--- src/rtl/resume_pkg.sv ---
package resume_pkg;

  // Number of PWM-clock periods in the cancellation window.
  localparam int unsigned WINDOW_LEN_DEF = 127;

  // Control bits kept by the guard.
  typedef struct packed {
    logic run;
    logic resume;
    logic ext_sel;
  } ctl_t;

  localparam ctl_t CTL_RESET = '{run: 1'b0, resume: 1'b0, ext_sel: 1'b0};

endpackage

--- src/rtl/reset_sync.sv ---
module reset_sync #(
  parameter int unsigned STAGES = 2
) (
  input  logic clk,
  input  logic arst_n,
  output logic srst_n
);

  logic [STAGES-1:0] chain_q;

  always_ff @(posedge clk or negedge arst_n) begin
    if (!arst_n) begin
      chain_q <= '0;
    end else begin
      chain_q <= {chain_q[STAGES-2:0], 1'b1};
    end
  end

  assign srst_n = chain_q[STAGES-1];

endmodule

--- src/rtl/osc_edge_sync.sv ---
module osc_edge_sync #(
  parameter int unsigned STAGES = 2
) (
  input  logic clk,
  input  logic rst_n,
  input  logic lvl_i,
  output logic rise_o
);

  logic [STAGES-1:0] sync_q;
  logic              prev_q;

  always_ff @(posedge clk or negedge rst_n) begin
    if (!rst_n) begin
      sync_q <= '0;
      prev_q <= 1'b0;
    end else begin
      sync_q <= {sync_q[STAGES-2:0], lvl_i};
      prev_q <= sync_q[STAGES-1];
    end
  end

  assign rise_o = sync_q[STAGES-1] & ~prev_q;

endmodule

--- src/rtl/window_counter.sv ---
module window_counter #(
  parameter int unsigned WINDOW_LEN = 127,
  localparam int unsigned CNT_W     = $clog2(WINDOW_LEN + 1)
) (
  input  logic clk,
  input  logic rst_n,
  input  logic start_i,
  input  logic stop_i,
  input  logic tick_i,
  output logic open_o,
  output logic final_o
);

  localparam logic [CNT_W-1:0] LOAD_VAL = CNT_W'(WINDOW_LEN);
  localparam logic [CNT_W-1:0] ONE      = CNT_W'(1);

  logic [CNT_W-1:0] cnt_q;
  logic [CNT_W-1:0] cnt_d;
  logic             cnt_en;

  always_comb begin
    cnt_d  = cnt_q;
    cnt_en = 1'b0;
    if (stop_i) begin
      cnt_d  = '0;
      cnt_en = 1'b1;
    end else if (start_i) begin
      cnt_d  = LOAD_VAL;
      cnt_en = 1'b1;
    end else if (tick_i && open_o) begin
      cnt_d  = cnt_q - ONE;
      cnt_en = 1'b1;
    end
  end

  always_ff @(posedge clk or negedge rst_n) begin
    if (!rst_n) begin
      cnt_q <= '0;
    end else if (cnt_en) begin
      cnt_q <= cnt_d;
    end
  end

  assign open_o  = (cnt_q != '0);
  assign final_o = (cnt_q == ONE);

endmodule

--- src/rtl/shutdown_resume_timer.sv ---
module shutdown_resume_timer
  import resume_pkg::*;
#(
  parameter int unsigned WINDOW_LEN  = WINDOW_LEN_DEF,
  parameter int unsigned SYNC_STAGES = 2,
  parameter int unsigned RST_STAGES  = 2
) (
  input  logic clk,
  input  logic rst_n,
  input  logic osc_int_i,
  input  logic osc_ext_i,
  input  logic cfg_wr,
  input  logic cfg_run,
  input  logic cfg_resume,
  input  logic cfg_ext_sel,
  input  logic trig,
  input  logic addr_hit,
  output logic run_o,
  output logic resume_o,
  output logic ext_sel_o
);

  localparam int unsigned NUM_SRC = 2;

  logic               srst_n;
  logic [NUM_SRC-1:0] osc_lvl;
  logic [NUM_SRC-1:0] osc_rise;
  logic               tick_sel;
  logic               win_open;
  logic               win_final;
  logic               win_start;
  logic               win_stop;
  ctl_t               ctl_q;
  ctl_t               ctl_d;
  logic               ctl_en;

  reset_sync #(.STAGES(RST_STAGES)) u_rst (
    .clk    (clk),
    .arst_n (rst_n),
    .srst_n (srst_n)
  );

  assign osc_lvl = {osc_ext_i, osc_int_i};

  for (genvar s = 0; s < NUM_SRC; s++) begin : g_src
    osc_edge_sync #(.STAGES(SYNC_STAGES)) u_sync (
      .clk    (clk),
      .rst_n  (srst_n),
      .lvl_i  (osc_lvl[s]),
      .rise_o (osc_rise[s])
    );
  end

  assign tick_sel = ctl_q.ext_sel ? osc_rise[1] : osc_rise[0];

  window_counter #(.WINDOW_LEN(WINDOW_LEN)) u_win (
    .clk     (clk),
    .rst_n   (srst_n),
    .start_i (win_start),
    .stop_i  (win_stop),
    .tick_i  (tick_sel),
    .open_o  (win_open),
    .final_o (win_final)
  );

  // Next-state: host write first, then window events, then a new trigger.
  always_comb begin
    ctl_d     = ctl_q;
    ctl_en    = 1'b0;
    win_start = 1'b0;
    win_stop  = 1'b0;
    if (cfg_wr) begin
      ctl_d     = '{run: cfg_run, resume: cfg_resume, ext_sel: cfg_ext_sel};
      ctl_en    = 1'b1;
      win_stop  = win_open;
    end else if (win_open) begin
      if (addr_hit) begin
        ctl_d.resume = 1'b0;
        ctl_en       = 1'b1;
        win_stop     = 1'b1;
      end else if (tick_sel && win_final) begin
        ctl_d.run    = 1'b1;
        ctl_d.resume = 1'b0;
        ctl_en       = 1'b1;
        win_stop     = 1'b1;
      end
    end else if (trig && ctl_q.resume) begin
      ctl_d.run = 1'b0;
      ctl_en    = 1'b1;
      win_start = 1'b1;
    end
  end

  always_ff @(posedge clk or negedge srst_n) begin
    if (!srst_n) begin
      ctl_q <= CTL_RESET;
    end else if (ctl_en) begin
      ctl_q <= ctl_d;
    end
  end

  assign run_o     = ctl_q.run;
  assign resume_o  = ctl_q.resume;
  assign ext_sel_o = ctl_q.ext_sel;

endmodule

--- config.mk ---
export PLATFORM = sky130hd
export DESIGN_NAME = shutdown_resume_timer
export DESIGN_NICKNAME = d
export VERILOG_FILES = /design/src/rtl/resume_pkg.sv /design/src/rtl/reset_sync.sv /design/src/rtl/osc_edge_sync.sv /design/src/rtl/window_counter.sv /design/src/rtl/shutdown_resume_timer.sv
export SDC_FILE = /design/constraint.sdc
export NUM_CORES = 1
export LEC_CHECK = 0
export CORE_MARGIN = 2
export CORE_UTILIZATION = 55
export CTS_CLUSTER_DIAMETER = 200
export CTS_CLUSTER_SIZE = 8
export DETAILED_ROUTE_END_ITERATION = 12
export PLACE_DENSITY = 0.93
export SYNTH_ARGS = -nofsm -noshare
export SYNTH_HDL_FRONTEND = slang
export SYNTH_SLANG_ARGS = --single-unit
--- constraint.sdc ---
create_clock -name clk -period 1.3 [get_ports clk]
set_input_delay 0.26 -clock clk [delete_from_list [all_inputs] [get_ports clk]]
set_output_delay 0.26 -clock clk [all_outputs]
set_load 0.02 [all_outputs]
==> results of run 1 <==
flip-flops by register name, summed over array words and instances, names as in the netlist:
register,cells
u_win.cnt_q,7
g_src.u_sync.sync_q,4
g_src.u_sync.prev_q,2
u_rst.chain_q,2
ext_sel_o,1
resume_o,1
run_o,1
timing repair:
item / 4_1_cts / 5_1_grt
pin swaps: 10 / 4
gates resized for setup: 22 / 13
cloned: 1 / 0
buffers inserted: 4 / 3
endpoints found under the setup margin: 12 / 12
synthesized netlist by cell type, types with 2 or more instances:
master,number,area (µm²)
nor2_1,3,11.3
nand2b_1,2,12.5
nand2_1,3,11.3
ha_1,3,37.5
inv_1,4,15.0
nor3b_1,2,15.0
a311oi_1,4,35.0
a21oi_1,5,25.0
dfrtp_1,18,450
nor3_1,3,15.0
a211oi_1,4,30.0
worst paths after layout:
path / from / cells after the start / endpoint
min: rst_n / 1 / u_rst.chain_q[1]$_DFF_PN0_
max: u_win.cnt_q[5]$_DFFE_PN0P_ / 4 / u_win.cnt_q[3]$_DFFE_PN0P_
max in group asynchronous: u_rst.chain_q[1]$_DFF_PN0_ / 1 / u_win.cnt_q[4]$_DFFE_PN0P_
min in group clk: u_rst.chain_q[0]$_DFF_PN0_ / 0 / u_rst.chain_q[1]$_DFF_PN0_
min reg2reg: u_rst.chain_q[1]$_DFF_PN0_ / 0 / g_src[1].u_sync.sync_q[1]$_DFF_PN0_
max reg2reg: u_win.cnt_q[5]$_DFFE_PN0P_ / 4 / u_win.cnt_q[3]$_DFFE_PN0P_
through the flow:
step                instances  hold WS [ns]
CTS                       127         0.110
floorplan                  70       -0.0356
global route              130         0.105
finish                    130         0.107
global placement          119         0.129
detailed placement        119         0.150
where the power goes:
| group | total [µW] | internal [µW] | switching [µW] |
|---|---|---|---|
| Clock | 361 | 171 | 190 |
| Sequential | 773 | 673 | 101 |
| Combinational | 2450 | 1180 | 1270 |
| Total | 3580 | 2020 | 1560 |
area by class of cell:
type | instances | area (µm²)
clock buffers | 4 | 36.3
fillers | 43 | 90.1
flip-flops and latches | 18 | 450
repair buffers | 41 | 344
inverters | 4 | 15.0
well taps | 16 | 20.0
multi-input cells | 47 | 515
critical path, cell delays in order, from the launching register on:
cell      delay (ns)
dfrtp_1         0.42
or4_4           0.58
o22a_4          0.29
buf_4           0.16
a311oi_1        0.32
logic make-up (layout without fill, tap and decap cells):
logic type               Yosys count  after routing  share of synthesized area
multiplexers                       2              2                     0.0308
adder cells (fa/ha/maj)            3              3                     0.0440
buffers and inverters              6             49                     0.0396
other                              1              1                    0.00439
XOR/XNOR                           1              1                     0.0103
flip-flops                        18             18                      0.528
AO/OA/AOI/OAI                     18             19                      0.169
AND/OR/NAND/NOR                   21             21                      0.174
routing by layer:
layer	track usage	wire (µm)	up-vias
met5	0	0	-
met4	0.242	201	0
met3	0.0500	354	28
met2	0.570	1590	91
met1	0.467	1290	441
li1	-	-	355
==> qor.csv, run 1 <==
metric;value;unit
CTS Hold Buffers Added;0;
first-pass GRT wire length;4740;µm
Die Area;1880;µm²
setup violators final;9;
Routed WL;3440;µm
largest net degree at the start of global routing;11;
Avg WL per Cell;26.5;µm
Setup Skew;0.0132;ns
power density cells;2590;nW/µm²
Clk Tree Root Cell;clkbuf_4;
Synth Flop Type;dfrtp_1;
Worst setup SP type;flop;
Initial DRC Count;51;
# DRC;0;
Fmax;532;MHz
GPL Wtd Cong;0.862;
die width;43.4;µm
I/O pin count;13;
Async S/R FF share, synth;1.00;
Yosys Warn Count;0;
crit path kind;flop to flop;
vias in the first global route;893;
Chip Height;43.4;µm
Setup crit end kind;flop;
FF-to-FF setup slack;-0.58;ns
Setup WS post-layout;-0.581;ns
Vias;915;
core footprint;1470;µm²
htree depth;1;
final core utilization;0.939;
Post-synth EDFFs;0;
antenna cell count;0;
First-pass DRT Iterations;4;
fin crit period;1.88;ns
Post-Syn Instances;70;
pre-CTS setup slack;-0.567;ns
Fin. Hold Viols;0;
Placement Cell Area;1160;µm²
CP Data Arrival Time;2.08;ns
max-cap violations;0;
CTS tree;built;
commonest non-fill, non-tap cell in the layout;buf_4;
setup TNS;-4.43;ns
Final ANT Viol Nets;0;
most frequent cells in the layout;26 x buf_4, 18 x dfrtp_1, 9 x clkdlybuf4s50_1;
initial antenna violation count;0;
Max clock buf depth;2;
average cell area after synthesis;12.2;µm²
Via density;7.04;
Post-Syn Area;853;µm²
Tcrit/Tclk final;1.45;
Cell variety after synth;30;
share of cells above drive strength 1;0.570;
Leak Pwr;0.000599;µW
total power;3580;µW
min-delay worst type;input pin to asynchronous set/reset pin;
Detail Placement HPWL;1620;µm
status;finished with violations;
clk_lat worst skew;0.31;ns
GR Overflow Total;0;
Port Buf Inserts;12;
final instance area;1380;µm²
Post-Syn Nets;83;
failing checks;setup timing;
Starting Density;0.580;
Final #Nets;128;
CTS Buf Count;3;
CTS Sinks;18;
Seq cells post-synth;18;
register area share after synthesis;0.528;
worst-path maximum fanout;6;
Peak VDD IR;1.88;mV
worst path required time;1.50;ns
cell row count;14;
clk slew on worst S/H paths;0.12;ns
RSZ-0062 raised after global routing;true;
GRT Util Overall;0.362;
area delta synth->final;61.9;%
Max Slew Vio Count;0;
Power figures use the tool's default switching activity.
==> run 2, diff against run 1 <==
--- a/config.mk
+++ b/config.mk
@@ -6,11 +6,11 @@
 export NUM_CORES = 1
 export LEC_CHECK = 0
 export CORE_MARGIN = 2
-export CORE_UTILIZATION = 55
+export CORE_UTILIZATION = 51
 export CTS_CLUSTER_DIAMETER = 200
 export CTS_CLUSTER_SIZE = 8
 export DETAILED_ROUTE_END_ITERATION = 12
-export PLACE_DENSITY = 0.93
+export PLACE_DENSITY = 0.88
 export SYNTH_ARGS = -nofsm -noshare
 export SYNTH_HDL_FRONTEND = slang
 export SYNTH_SLANG_ARGS = --single-unit
==> constraint.sdc (replaced) <==
create_clock -name clk -period 1.95 [get_ports clk]
set_input_delay 0.39 -clock clk [delete_from_list [all_inputs] [get_ports clk]]
set_output_delay 0.39 -clock clk [all_outputs]
set_load 0.02 [all_outputs]
==> qor.csv, run 2 (same netlist as run 1, synthesis figures left out) <==
metric;value;unit
Worst setup SP type;flop;
Max clock buf depth;2;
CP Data Arrival Time;2.12;ns
First-pass DRT Iterations;4;
total power;1570;µW
CTS Sinks;18;
top flop regs;u_win.cnt_q (7), g_src.u_sync.sync_q (4);
Fmax;521;MHz
vias in the first global route;655;
Peak VDD IR;0.716;mV
Max Slew Vio Count;0;
crit path buf inv count;0;
FF-to-FF setup slack;0.03;ns
largest net degree at the start of global routing;17;
clk_lat worst skew;0.30;ns
slowest library cell on the worst path;or4_4;
Final ANT Viol Nets;0;
I/O pin count;13;
Setup crit end kind;flop;
Die Area;2020;µm²
htree depth;1;
GPL Wtd Cong;0.820;
worst setup path endpoint;u_win.cnt_q[3]$_DFFE_PN0P_;
Port Buf Inserts;12;
GR Overflow Total;0;
Slew HR;0.577;
die width;44.9;µm
R2R depth;4;
clk slew on worst S/H paths;0.10;ns
area delta synth->final;27.3;%
worst path required time;2.15;ns
commonest non-fill, non-tap cell in the layout;dfrtp_1;
CTS Buf Count;3;
Setup WS post-layout;0.0317;ns
CP peak stage delay;0.57;ns
Slew @ Worst Pin;0.635;ns
fin crit period;1.92;ns
Fin. Hold Viols;0;
fin cells;110;
GRT Util Overall;0.195;
max-cap violations;0;
crit path kind;flop to flop;
# DRC;0;
WP depth;4;
Chip Height;44.9;µm
power density cells;1450;nW/µm²
Starting Density;0.554;
first-pass GRT wire length;2800;µm
status;complete, no violations;
Setup Skew;0.00315;ns
cell row count;14;
Via density;5.95;
crit-path cells;or4_4 -> nor4_4 -> a211oi_1 -> a311oi_1;
pre-CTS setup slack;0.0412;ns
end of the worst register-to-register path;u_win.cnt_q[3]$_DFFE_PN0P_;
Clk Tree Root Cell;clkbuf_4;
placed cells;102;
Final #Nets;108;
CTS tree;built;
Detail Placement HPWL;1200;µm
worst r2r src;u_win.cnt_q[4]$_DFFE_PN0P_;
Vias;654;
most frequent cells in the layout;18 x dfrtp_1, 12 x clkdlybuf4s50_1, 10 x buf_4, 5 x a21oi_1;
setup violators final;0;
Initial DRC Count;8;
Leak Pwr;0.000469;µW
core footprint;1540;µm²
max reg flops;7;
worst-path maximum fanout;5;
Top reg by flops;u_win.cnt_q;
Routed WL;1740;µm
min-delay worst type;input pin to asynchronous set/reset pin;
share of cells above drive strength 1;0.255;
CP delay by family, top;simple AND/OR/NAND/NOR gates;
Avg WL per Cell;15.8;µm
initial antenna violation count;0;
Tcrit/Tclk final;0.984;
setup TNS;0;ns
Setup crit start;u_win.cnt_q[4]$_DFFE_PN0P_;
antenna cell count;0;
-- run 2: power breakdown --
part | internal [µW] | leakage (µW) | switching [µW] | total (µW)
sequential | 448 | 0.000224 | 56.8 | 505
combinational | 401 | 0.000224 | 436 | 837
clock | 114 | 0.0000210 | 119 | 233
-- run 2: worst min path at each step --
stage / slack, ns / startpoint / endpoint / depth (start not counted)
3_3_place_gp: 0.28 / u_rst.chain_q[1]$_DFF_PN0_ / u_win.cnt_q[6]$_DFFE_PN0P_ / 0
2_1_floorplan: 0.09 / rst_n / u_rst.chain_q[0]$_DFF_PN0_ / 0
4_1_cts: 0.24 / rst_n / u_rst.chain_q[0]$_DFF_PN0_ / 1
5_1_grt: 0.24 / rst_n / u_rst.chain_q[0]$_DFF_PN0_ / 1
6_report: 0.24 / rst_n / u_rst.chain_q[0]$_DFF_PN0_ / 1
3_5_place_dp: 0.29 / u_rst.chain_q[1]$_DFF_PN0_ / g_src[1].u_sync.sync_q[0]$_DFF_PN0_ / 0
-- run 2: area by class of cell --
cell class                 instances  area, µm²
sequential                        18        450
fill                             105        455
clock buffer                       4       36.3
tap                               16       20.0
multi-input combinational         46        369
inverter                           4       15.0
timing repair buffer              22        195
-- run 2: metal layers --
layer | track usage | routed length (µm) | up-vias
li1 | - | - | 310
met1 | 0.253 | 817 | 313
met2 | 0.313 | 788 | 26
met3 | 0.0400 | 100 | 5
met4 | 0.0941 | 31 | 0
met5 | 0 | 0 | -
-- run 2: metrics by stage --
stage	hold slack [ns]	area, µm²	util
floorplan	0.0944	853	-
global placement	0.277	1020	0.662
detailed placement	0.290	1020	0.662
CTS	0.242	1060	0.685
global route	0.242	1090	0.705
finish	0.236	1090	0.705
-- run 2: what timing repair did --
item,in CTS,in global routing
setup endpoints to repair,0,6
hold buffers,0,0
gates resized for setup,0,1
buffers inserted,0,4
==> run 3, diff against run 2 <==
--- a/config.mk
+++ b/config.mk
@@ -8,8 +8,9 @@
 export CORE_MARGIN = 2
 export CORE_UTILIZATION = 51
 export CTS_CLUSTER_DIAMETER = 200
-export CTS_CLUSTER_SIZE = 8
+export CTS_CLUSTER_SIZE = 25
 export DETAILED_ROUTE_END_ITERATION = 12
+export HOLD_SLACK_MARGIN = 0.12
 export PLACE_DENSITY = 0.88
 export SYNTH_ARGS = -nofsm -noshare
 export SYNTH_HDL_FRONTEND = slang
==> results of run 3 <==
No change in the layout: final DEF, timing and power equal those of run 2.
